## src/rtl/fm_voice_pkg.sv

```systemverilog
package fm_voice_pkg;

    localparam int TBL_AW = 8;
    localparam int TBL_N  = 1 << TBL_AW;
    localparam int PH_W   = TBL_AW + 2;
    localparam int LOG_W  = 12;
    localparam int EXP_W  = 10;
    localparam int MANT_W = EXP_W + 1;
    localparam int LIN_W  = MANT_W + 1;

    typedef enum logic [2:0] {
        ST_IDLE,
        ST_MOD_LOG,
        ST_MOD_LIN,
        ST_CAR_LOG,
        ST_CAR_LIN
    } voice_state_t;

    // -log2 of a quarter-wave sine sample, scaled by the table size
    function automatic logic [LOG_W-1:0] logsin_entry(input int idx);
        real s;
        real v;
        s = $sin((real'(idx) + 0.5) * 3.14159265358979 / real'(2 * TBL_N));
        v = -($ln(s) / $ln(2.0)) * real'(TBL_N);
        return LOG_W'($rtoi(v + 0.5));
    endfunction

    // fractional power of two minus one, scaled to the mantissa
    function automatic logic [EXP_W-1:0] exp_entry(input int idx);
        real v;
        v = ($pow(2.0, real'(idx) / real'(TBL_N)) - 1.0) * real'(1 << EXP_W);
        return EXP_W'($rtoi(v + 0.5));
    endfunction

endpackage

```

## src/rtl/fm_logsin_lookup.sv

```systemverilog
module fm_logsin_lookup
    import fm_voice_pkg::*;
(
    input  logic [PH_W-1:0]  phase,
    output logic [LOG_W-1:0] log_val,
    output logic             neg
);

    logic [TBL_N*LOG_W-1:0] rom_flat;
    logic [TBL_AW-1:0]      idx;

    for (genvar g = 0; g < TBL_N; g++) begin : g_rom
        localparam logic [LOG_W-1:0] ENTRY = logsin_entry(g);
        assign rom_flat[g*LOG_W +: LOG_W] = ENTRY;
    end

    always_comb begin
        idx     = phase[PH_W-2] ? ~phase[TBL_AW-1:0] : phase[TBL_AW-1:0];
        neg     = phase[PH_W-1];
        log_val = rom_flat[idx*LOG_W +: LOG_W];
    end

endmodule

```

## src/rtl/fm_log2lin.sv

```systemverilog
module fm_log2lin
    import fm_voice_pkg::*;
#(
    parameter int SUM_W = 13
) (
    input  logic [SUM_W-1:0]        att_sum,
    input  logic                    neg,
    output logic signed [LIN_W-1:0] lin
);

    localparam int INT_W = SUM_W - TBL_AW;

    logic [TBL_N*EXP_W-1:0] rom_flat;
    logic [TBL_AW-1:0]      frac_inv;
    logic [INT_W-1:0]       int_part;
    logic [MANT_W-1:0]      mant;
    logic [MANT_W-1:0]      mag;

    for (genvar g = 0; g < TBL_N; g++) begin : g_rom
        localparam logic [EXP_W-1:0] ENTRY = exp_entry(g);
        assign rom_flat[g*EXP_W +: EXP_W] = ENTRY;
    end

    always_comb begin
        frac_inv = ~att_sum[TBL_AW-1:0];
        int_part = att_sum[SUM_W-1:TBL_AW];
        mant     = {1'b1, rom_flat[frac_inv*EXP_W +: EXP_W]};
        if (32'(int_part) >= MANT_W) begin
            mag = '0;
        end else begin
            mag = mant >> int_part;
        end
        lin = neg ? -$signed({1'b0, mag}) : $signed({1'b0, mag});
    end

endmodule

```

## src/rtl/fm_two_op_voice.sv

```systemverilog
module fm_two_op_voice
    import fm_voice_pkg::*;
#(
    parameter int ATT_W     = 12,
    parameter int MOD_SHIFT = 1
) (
    input  logic                    clk,
    input  logic                    rst_n,
    input  logic                    tick,
    input  logic [PH_W-1:0]         mod_freq,
    input  logic [PH_W-1:0]         car_freq,
    input  logic [ATT_W-1:0]        mod_att,
    input  logic [ATT_W-1:0]        car_att,
    output logic signed [LIN_W-1:0] sample_out,
    output logic                    sample_valid
);

    localparam int SUM_W = ((LOG_W > ATT_W) ? LOG_W : ATT_W) + 1;

    voice_state_t state_q, state_d;

    logic [PH_W-1:0]         acc_mod_q, acc_car_q;
    logic [PH_W-1:0]         ph_mod_q, ph_car_q;
    logic [ATT_W-1:0]        att_mod_q, att_car_q;
    logic [SUM_W-1:0]        log_sum_q;
    logic                    neg_q;
    logic signed [LIN_W-1:0] sample_q;
    logic                    valid_q;

    logic [PH_W-1:0]         sel_phase;
    logic [ATT_W-1:0]        sel_att;
    logic [LOG_W-1:0]        rom_log;
    logic                    rom_neg;
    logic [SUM_W-1:0]        att_sum;
    logic signed [LIN_W-1:0] lin;
    logic signed [LIN_W-1:0] mod_off;

    // shared operator datapath
    always_comb begin
        sel_phase = (state_q == ST_MOD_LOG) ? ph_mod_q  : ph_car_q;
        sel_att   = (state_q == ST_MOD_LOG) ? att_mod_q : att_car_q;
        att_sum   = SUM_W'(rom_log) + SUM_W'(sel_att);
        mod_off   = lin >>> MOD_SHIFT;
    end

    fm_logsin_lookup u_logsin (
        .phase   (sel_phase),
        .log_val (rom_log),
        .neg     (rom_neg)
    );

    fm_log2lin #(.SUM_W(SUM_W)) u_log2lin (
        .att_sum (log_sum_q),
        .neg     (neg_q),
        .lin     (lin)
    );

    // state register
    always_ff @(posedge clk or negedge rst_n) begin
        if (!rst_n) begin
            state_q <= ST_IDLE;
        end else begin
            state_q <= state_d;
        end
    end

    // transitions
    always_comb begin
        state_d = state_q;
        unique case (state_q)
            ST_IDLE:    if (tick) state_d = ST_MOD_LOG;
            ST_MOD_LOG: state_d = ST_MOD_LIN;
            ST_MOD_LIN: state_d = ST_CAR_LOG;
            ST_CAR_LOG: state_d = ST_CAR_LIN;
            ST_CAR_LIN: state_d = ST_IDLE;
            default:    state_d = ST_IDLE;
        endcase
    end

    // datapath registers and outputs
    always_ff @(posedge clk or negedge rst_n) begin
        if (!rst_n) begin
            acc_mod_q <= '0;
            acc_car_q <= '0;
            ph_mod_q  <= '0;
            ph_car_q  <= '0;
            att_mod_q <= '0;
            att_car_q <= '0;
            log_sum_q <= '0;
            neg_q     <= 1'b0;
            sample_q  <= '0;
            valid_q   <= 1'b0;
        end else begin
            valid_q <= 1'b0;
            unique case (state_q)
                ST_IDLE: begin
                    if (tick) begin
                        ph_mod_q  <= acc_mod_q;
                        ph_car_q  <= acc_car_q;
                        att_mod_q <= mod_att;
                        att_car_q <= car_att;
                        acc_mod_q <= acc_mod_q + mod_freq;
                        acc_car_q <= acc_car_q + car_freq;
                    end
                end
                ST_MOD_LOG, ST_CAR_LOG: begin
                    log_sum_q <= att_sum;
                    neg_q     <= rom_neg;
                end
                ST_MOD_LIN: begin
                    ph_car_q <= ph_car_q + mod_off[PH_W-1:0];
                end
                ST_CAR_LIN: begin
                    sample_q <= lin;
                    valid_q  <= 1'b1;
                end
                default: ;
            endcase
        end
    end

    assign sample_out   = sample_q;
    assign sample_valid = valid_q;

endmodule

```

## config.mk

```make
export PLATFORM = sky130hd
export DESIGN_NAME = fm_two_op_voice
export DESIGN_NICKNAME = d
export VERILOG_FILES = /design/src/rtl/fm_voice_pkg.sv /design/src/rtl/fm_logsin_lookup.sv /design/src/rtl/fm_log2lin.sv /design/src/rtl/fm_two_op_voice.sv
export SDC_FILE = /design/constraint.sdc
export NUM_CORES = 1
export LEC_CHECK = 0
export ABC_AREA = 1
export BUFFER_PORTS_ARGS = -buffer_cell sky130_fd_sc_hd__buf_2
export CAP_MARGIN = 20
export CORE_MARGIN = 3
export CORE_UTILIZATION = 45
export CTS_CLUSTER_DIAMETER = 150
export DETAILED_ROUTE_END_ITERATION = 10
export SYNTH_ARGS = -nofsm -noshare
export SYNTH_HDL_FRONTEND = slang
export SYNTH_SLANG_ARGS = --single-unit
```

## constraint.sdc

```tcl
create_clock -name clk -period 13.5 [get_ports clk]
set_input_delay 1.35 -clock clk [delete_from_list [all_inputs] [get_ports clk]]
set_output_delay 1.35 -clock clk [all_outputs]
set_load 0.01 [all_outputs]
```

* Word-level counts from Yosys, hierarchy flattened
Cells that the tools add are included.
** Storage, ports and cells
- Latch bits :: 0
- Memories kept :: 0
- Memory bits (read-only) :: 0
- Word-level logic and storage cells :: 44
- Output and inout bits :: 13
- Bits in registers :: 94
- Memory bits (writable) :: 0
** Cells by class
- Add/subtract/negate cells :: 5
- Bitwise logic cells :: 2
- Multiplexer cells :: 10
- $lt $le $gt $ge :: 1
- Multipliers :: 2
- Reduce and logical (&&, ||, !) cells :: 5
- Equality and inequality tests :: 5
- Shift operators :: 3
- Divide/modulo/power cells :: 0
** Operator list (number)
- 3072-bit by 13-bit indexed part select with 12-bit output, first input constant :: 1
- 2560-bit by 13-bit indexed part select with 10-bit output, first input constant :: 1
- 10-bit adder :: 3
- 12-bit 2-to-1 mux :: 2
- 10-bit 2-to-1 mux :: 2
- 10-bit one-hot mux with 2 select lines :: 1
- 8-bit NOT :: 2
- 12-bit by 12-bit adder with 13-bit output :: 1
- 11-bit negator with 12-bit output :: 1
- 3-bit one-hot mux with 4 select lines :: 1
- 8-bit by 3-bit multiplier with 11-bit output, second input constant :: 1
- 11-bit 2-to-1 mux :: 1
- 11-bit by 5-bit >> shifter with 11-bit output :: 1
- 8-bit by 2-bit multiplier with 10-bit output, second input constant :: 1
- 8-bit 2-to-1 mux :: 1
- 3-bit by 2-bit == test with 1-bit output, second input constant :: 2
- 5-bit by 4-bit greater-or-equal comparator with 1-bit output, second input constant :: 1
- 2-bit AND reduction :: 2
- 3-bit by 1-bit == test with 1-bit output, second input constant :: 1
- 3-bit == test, second input constant :: 1
- 3-bit zero test :: 1
- 3-bit 2-to-1 mux :: 1
- 2-bit != test, second input constant :: 1
- 2-bit nonzero test :: 1
- other kinds (2) :: 2

* Logic depth before layout (Yosys ltp)
Gate-level depths: netlist of the first run.
- Depth after elaboration :: 9
- Mapped depth :: 46

* By module
From an unflattened synthesis of the first run, not the netlist that was laid out.
** Second synthesis, totals
- Cells, all modules :: 1880
- Area total of the unflattened synthesis :: 11177.0 µm²
** Modules (own cells, without submodules)
- fm_two_op_voice :: area an instance 5755.5 µm², cells each 758, instances 1, seq. area each 2352.3 µm²
- fm_log2lin :: area an instance 2960.3 µm², cells each 630, instances 1, seq. area each 0.0 µm²
- fm_logsin_lookup :: area an instance 2461.1 µm², cells each 492, instances 1, seq. area each 0.0 µm²

* Least setup slack after synthesis of the first run
No wires, ideal clock.
- Path type :: flip-flop to flip-flop
- From :: register state_q[2]
- To :: register log_sum_q[12]
- Path buffers :: 1
- Arrival time :: 4790 ps
- Required time :: 13379 ps
- Cell stages (with the launch flop) :: 36
- Slack :: 8588 ps
- Setup time :: 121 ps
- Cells stage by stage :: dfrtp_1 nor2_4 nand2_2 inv_2 buf_2 o21ai_0 xnor2_1 inv_1 ha_1 nor2_1 inv_1 o21ai_1 nand2_1 o211ai_1 nand3_1 o311ai_1 o311ai_1 nand2_1 inv_1 ha_1 fa_1 nand2_1 nand2_1 a21oi_1 nor2_1 o21ai_0 nand2_1 a21o_1 a21oi_1 nor2_1 o21ai_0 nand2_1 nand2_1 nand2_1 nand2_1 a21oi_1
** Between the ends
- Longest elaborated chain between the ends :: 7
- Elaborated cells on any way between the ends :: 10
** Ends and longest elaborated chain
- start, declared :: RTL line fm_two_op_voice.sv:20 : voice_state_t state_q, state_d;
- start signal, assigned :: RTL line fm_two_op_voice.sv:63 : state_q <= state_d;
- 3-bit by 1-bit == test with 1-bit output :: RTL line fm_two_op_voice.sv:40, fm_two_op_voice.sv:41, fm_two_op_voice.sv:95
- 10-bit 2-to-1 mux :: RTL line fm_two_op_voice.sv:40 : sel_phase = (state_q == ST_MOD_LOG) ? ph_mod_q : ph_car_q;
- 8-bit NOT :: RTL line fm_logsin_lookup.sv:18 : idx = phase[PH_W-2] ? ~phase[TBL_AW-1:0] : phase[TBL_AW-1:0];
- 8-bit 2-to-1 mux :: RTL line fm_logsin_lookup.sv:18
- 8-bit by 2-bit multiplier with 10-bit output :: RTL line fm_logsin_lookup.sv:20 : log_val = rom_flat[idx*LOG_W +: LOG_W];
- 3072-bit by 13-bit indexed part select with 12-bit output :: RTL line fm_logsin_lookup.sv:20
- 12-bit by 12-bit adder with 13-bit output :: RTL line fm_two_op_voice.sv:42 : att_sum = SUM_W'(rom_log) + SUM_W'(sel_att);
- end signal, assigned :: RTL line fm_two_op_voice.sv:107 : log_sum_q <= att_sum;
- end, declared :: RTL line fm_two_op_voice.sv:25 : logic [SUM_W-1:0] log_sum_q;
Several ways; a longest one is shown, not always the timed one.
A chain may end at the register's enable or synchronous reset.

* Final worst setup path of the first run
Same ends and word-level chain as after synthesis.

==> flow_summary.json, run 1 <==
{
  "synth_flop_cell": "dfrtp_1",
  "ys_seq_area_share_pct": 23.4,
  "max_slew_margin_pct": 31.4,
  "min_period_over_period_pct": 50.0,
  "gp_congestion": 0.990,
  "rsz0062_at_grt": "no",
  "wl_per_cell_um": 16.5,
  "netlist_area_um2": 10000,
  "synthCells": 1638,
  "grt_pass1_wl_um": 52500,
  "placeableCoreArea_um2": 21900,
  "die_h_um": 155,
  "cp_max_fo": 23,
  "slew_violations": 0,
  "skew_ns": 0.0141,
  "wl_met2_um": 13400,
  "cp-start-kind": "register",
  "port_buffers": 59,
  "clkTransAtPathRegs_ns": 0.07,
  "syn_nets": 1754,
  "min_period_ns": 6.75,
  "io_pins": 60,
  "postCtsSetupBuffers": 0,
  "cts_buffers": 9,
  "final_layout_size_suffix_gt1_share_pct": 7.81,
  "cts_root_buf": "clkbuf_16",
  "rows": 54,
  "wl_um": 31900,
  "hold_viol_final": 0,
  "worstSetupEndpointType": "register",
  "outcome": "finished clean",
  "hold_start": "sample_out[1]",
  "yosys_warnings": 0,
  "dp_hpwl_um": 23800,
  "yosys.cell_types.count": 59,
  "overflow": 0,
  "max-clock-path-buffers": 2,
  "crit_required_ns": 13.73,
  "floorplan.initialDensity_pct": 45.9,
  "post_cts_resized": 0,
  "path_common_cell": "nand2_1",
  "synth_edf_count": 0,
  "fp.dieArea_um2": 24100,
  "die_w_um": 155,
  "setup_viol": 0,
  "seq_area_um2": 2350,
  "fmax_mhz": 148,
  "via_per_inst": 5.71,
  "grt_max_degree": 69,
  "dr.pass1.iters": 8,
  "syn_area_per_cell_um2": 6.13,
  "startpoint": "state_q[2]",
  "ys_seq_elements": 94,
  "worst_pin_slew_ns": 1.02,
  "ctsHoldBuffers": 0,
  "diodes": 0,
  "areaGrowthSynthToFinish_pct": 6.82,
  "wl_met3_um": 2730,
  "drc_errors": 0,
  "hold_class": "register to register",
  "cpPeakStageDelay_ns": 0.83,
  "insertion_delay_ns": 0.35,
  "top_layer_used": "met4",
  "r2r_start": "state_q[2]",
  "grt_pass1_vias": 10100,
  "fin_hold_ws_ns": 0.478,
  "clkSinkCount": 94,
  "drt-met1-wl_um": 14500,
  "synthArstFlopShare_pct": 100,
  "antenna_found_initial": 0,
  "layout_setup_ws_ns": 6.75,
  "ant_nets": 0,
  "drt_iter0_drc": 1222,
  "vias": 11000,
  "worstSetupPathType": "register to register",
  "cts_max_level": 3,
  "max_cap_viol_count": 0,
  "arrival_ns": 6.98,
  "tns_ns": 0,
  "track_usage_pct": 26.3,
  "final_nets": 1763,
  "cp_slowest_cell": "xnor2_1",
  "nFillCells": 2313,
  "cts_tree": "built",
  "fin_util_pct": 49.0,
  "multi_input_area_um2": 6680,
  "pre_cts_ws_ns": 6.80
}
## through the flow
step | cell area [um^2] | instances
after floorplan | 10000 | 1638
after global placement | 10400 | 1915
after detailed placement | 10400 | 1915
after CTS | 10700 | 1931
after global routing | 10700 | 1932
final | 10700 | 1932
## worst max-delay path, delay by kind of cell (launching register included)
kind / cells / cell delay [ns]
fa+ha+maj: 3 / 1.02
simple gates: 15 / 1.71
flops: 1 / 0.43
compound gates: 11 / 1.73
buf+inv: 4 / 0.91
xor+xnor: 1 / 0.83
## sequential cells by signal, indices dropped and copies added, names as in the netlist
name,cells
acc_car_q,10
acc_mod_q,10
att_car_q,12
att_mod_q,12
log_sum_q,13
neg_q,1
ph_car_q,10
ph_mod_q,10
sample_out,12
sample_valid,1
state_q,3
## routing by layer
metal | vias to the layer above | global-route usage (%)
met2 | 586 | 39.0
met1 | 4936 | 38.3
li1 | 5394 | -
met3 | 115 | 4.37
met4 | 0 | 10.3
met5 | - | 0
## placed cells by master (no fill, tap or decap), types with 4 or more instances in the layout
| cell type | n |
|---|---|
| o221ai_1 | 4 |
| xnor2_1 | 7 |
| nor2_4 | 5 |
| clkinv_1 | 6 |
| a31oi_1 | 9 |
| o21ai_0 | 123 |
| o2111ai_1 | 5 |
| a21oi_1 | 95 |
| inv_2 | 12 |
| clkbuf_16 | 9 |
| a22oi_1 | 6 |
| xor2_1 | 21 |
| ha_1 | 65 |
| o22ai_1 | 11 |
| nand2_1 | 556 |
| nand4_1 | 13 |
| fa_1 | 4 |
| dfrtp_1 | 94 |
| o211ai_1 | 13 |
| nand3_1 | 126 |
| o21ai_1 | 13 |
| nor2_1 | 144 |
| nor2_2 | 7 |
| nand2_2 | 5 |
| inv_1 | 151 |
| buf_2 | 58 |
| o31ai_1 | 11 |
| o21bai_1 | 6 |
| nor3_1 | 14 |
| buf_4 | 10 |
## final timing paths
check / slack, ns / cells after the start / endpoint
max in group asynchronous: 11.40 / 2 / att_mod_q[11]
setup / recovery: 6.75 / 34 / log_sum_q[12]
hold / removal: 0.48 / 2 / sample_out[1]
min in group asynchronous: 0.97 / 1 / log_sum_q[0]
hold reg to reg: 0.48 / 2 / sample_out[1]
setup reg to reg: 6.75 / 34 / log_sum_q[12]
## cell usage after synthesis (7+ instances only)
cell type / number / area (um^2)
nor3_1: 14 / 70.1
a31oi_1: 9 / 56.3
o31ai_1: 11 / 82.6
buf_2: 26 / 130
o211ai_1: 13 / 97.6
nand2_1: 556 / 2090
ha_1: 65 / 813
nand3_1: 127 / 636
a21oi_1: 95 / 475
dfrtp_1: 94 / 2350
o22ai_1: 11 / 68.8
o21ai_1: 13 / 65.1
inv_1: 151 / 567
nor2_2: 7 / 43.8
nand4_1: 13 / 81.3
xor2_1: 21 / 184
nor2_1: 144 / 541
inv_2: 12 / 45.0
o21ai_0: 123 / 616
clkbuf_1: 29 / 109
xnor2_1: 7 / 61.3
## cell families (layout without fill, tap and decap cells)
kind of cell	after synthesis	in the layout	share of synthesized area, %
DFF	94	94	23.4
adders and majority gates	69	69	8.90
buffers and inverters	242	256	10.1
AOI/OAI and AO/OA	320	320	18.4
xor gates and xnor gates	31	31	3.04
and+or+nand+nor	882	882	36.1
## area by class of cell
type	count	share of cell area, %
multi-input combinational	1302	62.3
inverter	171	6.03
timing repair buffer	69	3.66
clock inverter	6	0.595
sequential	94	21.9
clock buffer	10	2.23
tap	280	3.27
Power of run 1 is not shown: default switching activity piles up to over one toggle a cycle in this logic, so the estimate is an artifact.
==> run 2: changes to the inputs <==
clock period = 6.5 ns   (was 13.5 ns; I/O delays follow)
==> flow_summary.json, run 2 (synthesis gave the netlist of run 1 again) <==
{
  "insertion_delay_ns": 0.35,
  "clkTransAtPathRegs_ns": 0.07,
  "max-clock-path-buffers": 2,
  "placeableCoreArea_um2": 21900,
  "grt_max_degree": 69,
  "die_h_um": 155,
  "cts_max_level": 3,
  "io_pins": 60,
  "fin_hold_ws_ns": 0.265,
  "grt_pass1_vias": 10300,
  "port_buffers": 59,
  "die_w_um": 155,
  "outcome": "finished clean",
  "cts_tree": "built",
  "ctsHoldBuffers": 0,
  "hold_viol_final": 0,
  "fmax_mhz": 171,
  "ant_nets": 0,
  "rsz0062_at_grt": "no",
  "skew_ns": 0.0110,
  "drt_iter0_drc": 921,
  "min_period_over_period_pct": 89.8,
  "cpPeakStageDelay_ns": 0.44,
  "antenna_found_initial": 0,
  "diodes": 0,
  "path_buf_inv": 5,
  "track_usage_pct": 27.6,
  "worstSetupEndpointType": "register",
  "slew_violations": 0,
  "nFillCells": 2330,
  "cp_slowest_cell": "fa_1",
  "final_layout_size_suffix_gt1_share_pct": 9.35,
  "fin_util_pct": 49.8,
  "rows": 54,
  "floorplan.initialDensity_pct": 45.9,
  "dr.pass1.iters": 6,
  "largest_reg_flops": 13,
  "worst_pin_slew_ns": 0.710,
  "min_period_ns": 5.84,
  "layout_common_cells": "556 x nand2_1, 151 x inv_1, 144 x nor2_1",
  "cp-start-kind": "register",
  "via_per_inst": 5.64,
  "final_nets": 1791,
  "crit_family": "simple AND/OR/NAND/NOR gates",
  "cp_max_fo": 14,
  "vias": 11100,
  "max_slew_margin_pct": 52.1,
  "clkSinkCount": 94,
  "wl_per_cell_um": 17.2,
  "crit_required_ns": 6.73,
  "arrival_ns": 6.07,
  "grt_pass1_wl_um": 54100,
  "gp_congestion": 0.990,
  "drc_errors": 0,
  "cts_buffers": 9,
  "dp_hpwl_um": 25700,
  "hold_class": "input pin to async pin",
  "path_common_cell": "nand2_1",
  "fp.dieArea_um2": 24100,
  "post_cts_resized": 0,
  "regMostFlops": "log_sum_q",
  "wl_um": 33600,
  "cts_root_buf": "clkbuf_16",
  "max_cap_viol_count": 0,
  "areaGrowthSynthToFinish_pct": 8.71,
  "layout_commonest_cell": "nand2_1",
  "overflow": 0,
  "setup_viol": 0,
  "tns_ns": 0,
  "worstSetupPathType": "register to register"
}
run 2: cell types whose count changed in the layout (fill, tap and decap cells not counted), sizes merged:
| cell | change |
|---|---|
| inv | -1 |
| clkbuf | -1 |
| buf | +28 |
| clkinv | +3 |
| clkinvlp | -1 |
run 2: path summary, 6_finish.rpt:
path	end	cells past startpoint	start	slack (ns)
max	log_sum_q[12]	35	state_q[2]	0.66
min	log_sum_q[0]	1	rst_n	0.26
max reg2reg	log_sum_q[12]	35	state_q[2]	0.66
min reg2reg	acc_mod_q[9]	1	acc_mod_q[9]	0.47
max in group asynchronous	att_mod_q[11]	2	rst_n	5.14
min in group clk	acc_mod_q[9]	1	acc_mod_q[9]	0.47
run 2: routing by layer:
metal | wire length [um] | part of all wire (%) | track usage (%)
met1 | 15400 | 46 | 39.5
met2 | 14200 | 42 | 41.0
met3 | 2710 | 8.1 | 5.42
met4 | 1300 | 3.9 | 11.0
met5 | 0 | 0 | 0
run 2: cell type report:
class                      instances  area [um^2]  share of cell area [%]
multi-input combinational       1302         6680                    61.2
sequential                        94         2350                    21.6
inverter                         171          647                    5.93
tap                              280          350                    3.21
clock buffer                       9          225                    2.06
timing repair buffer              97          583                    5.34
clock inverter                     7         77.6                   0.711
run 2: worst reg2reg max path: cells and delay by family (launching register included):
kind / cells / cell delay, ns
compound gates: 8 / 1.14
xor+xnor: 1 / 0.37
fa+ha+maj: 3 / 1.03
buf+inv: 5 / 0.86
flops: 1 / 0.41
simple gates: 18 / 1.89
run 2: per-stage QoR:
stage                     setup WS, ns  instances  cell area (um^2)
after CTS                        0.614       1956             10900
after detailed placement         0.637       1940             10600
after global routing           0.00891       1960             10900
final                            0.663       1960             10900
after floorplan                   1.59       1638             10000
after global placement           0.740       1940             10600
run 2: repair_timing:
action / in CTS / in global routing
hold endpoints to repair: 0 / 0
setup endpoints to repair: 0 / 3
buffers inserted: 0 / 4
Power of run 2 is left out for the same reason.
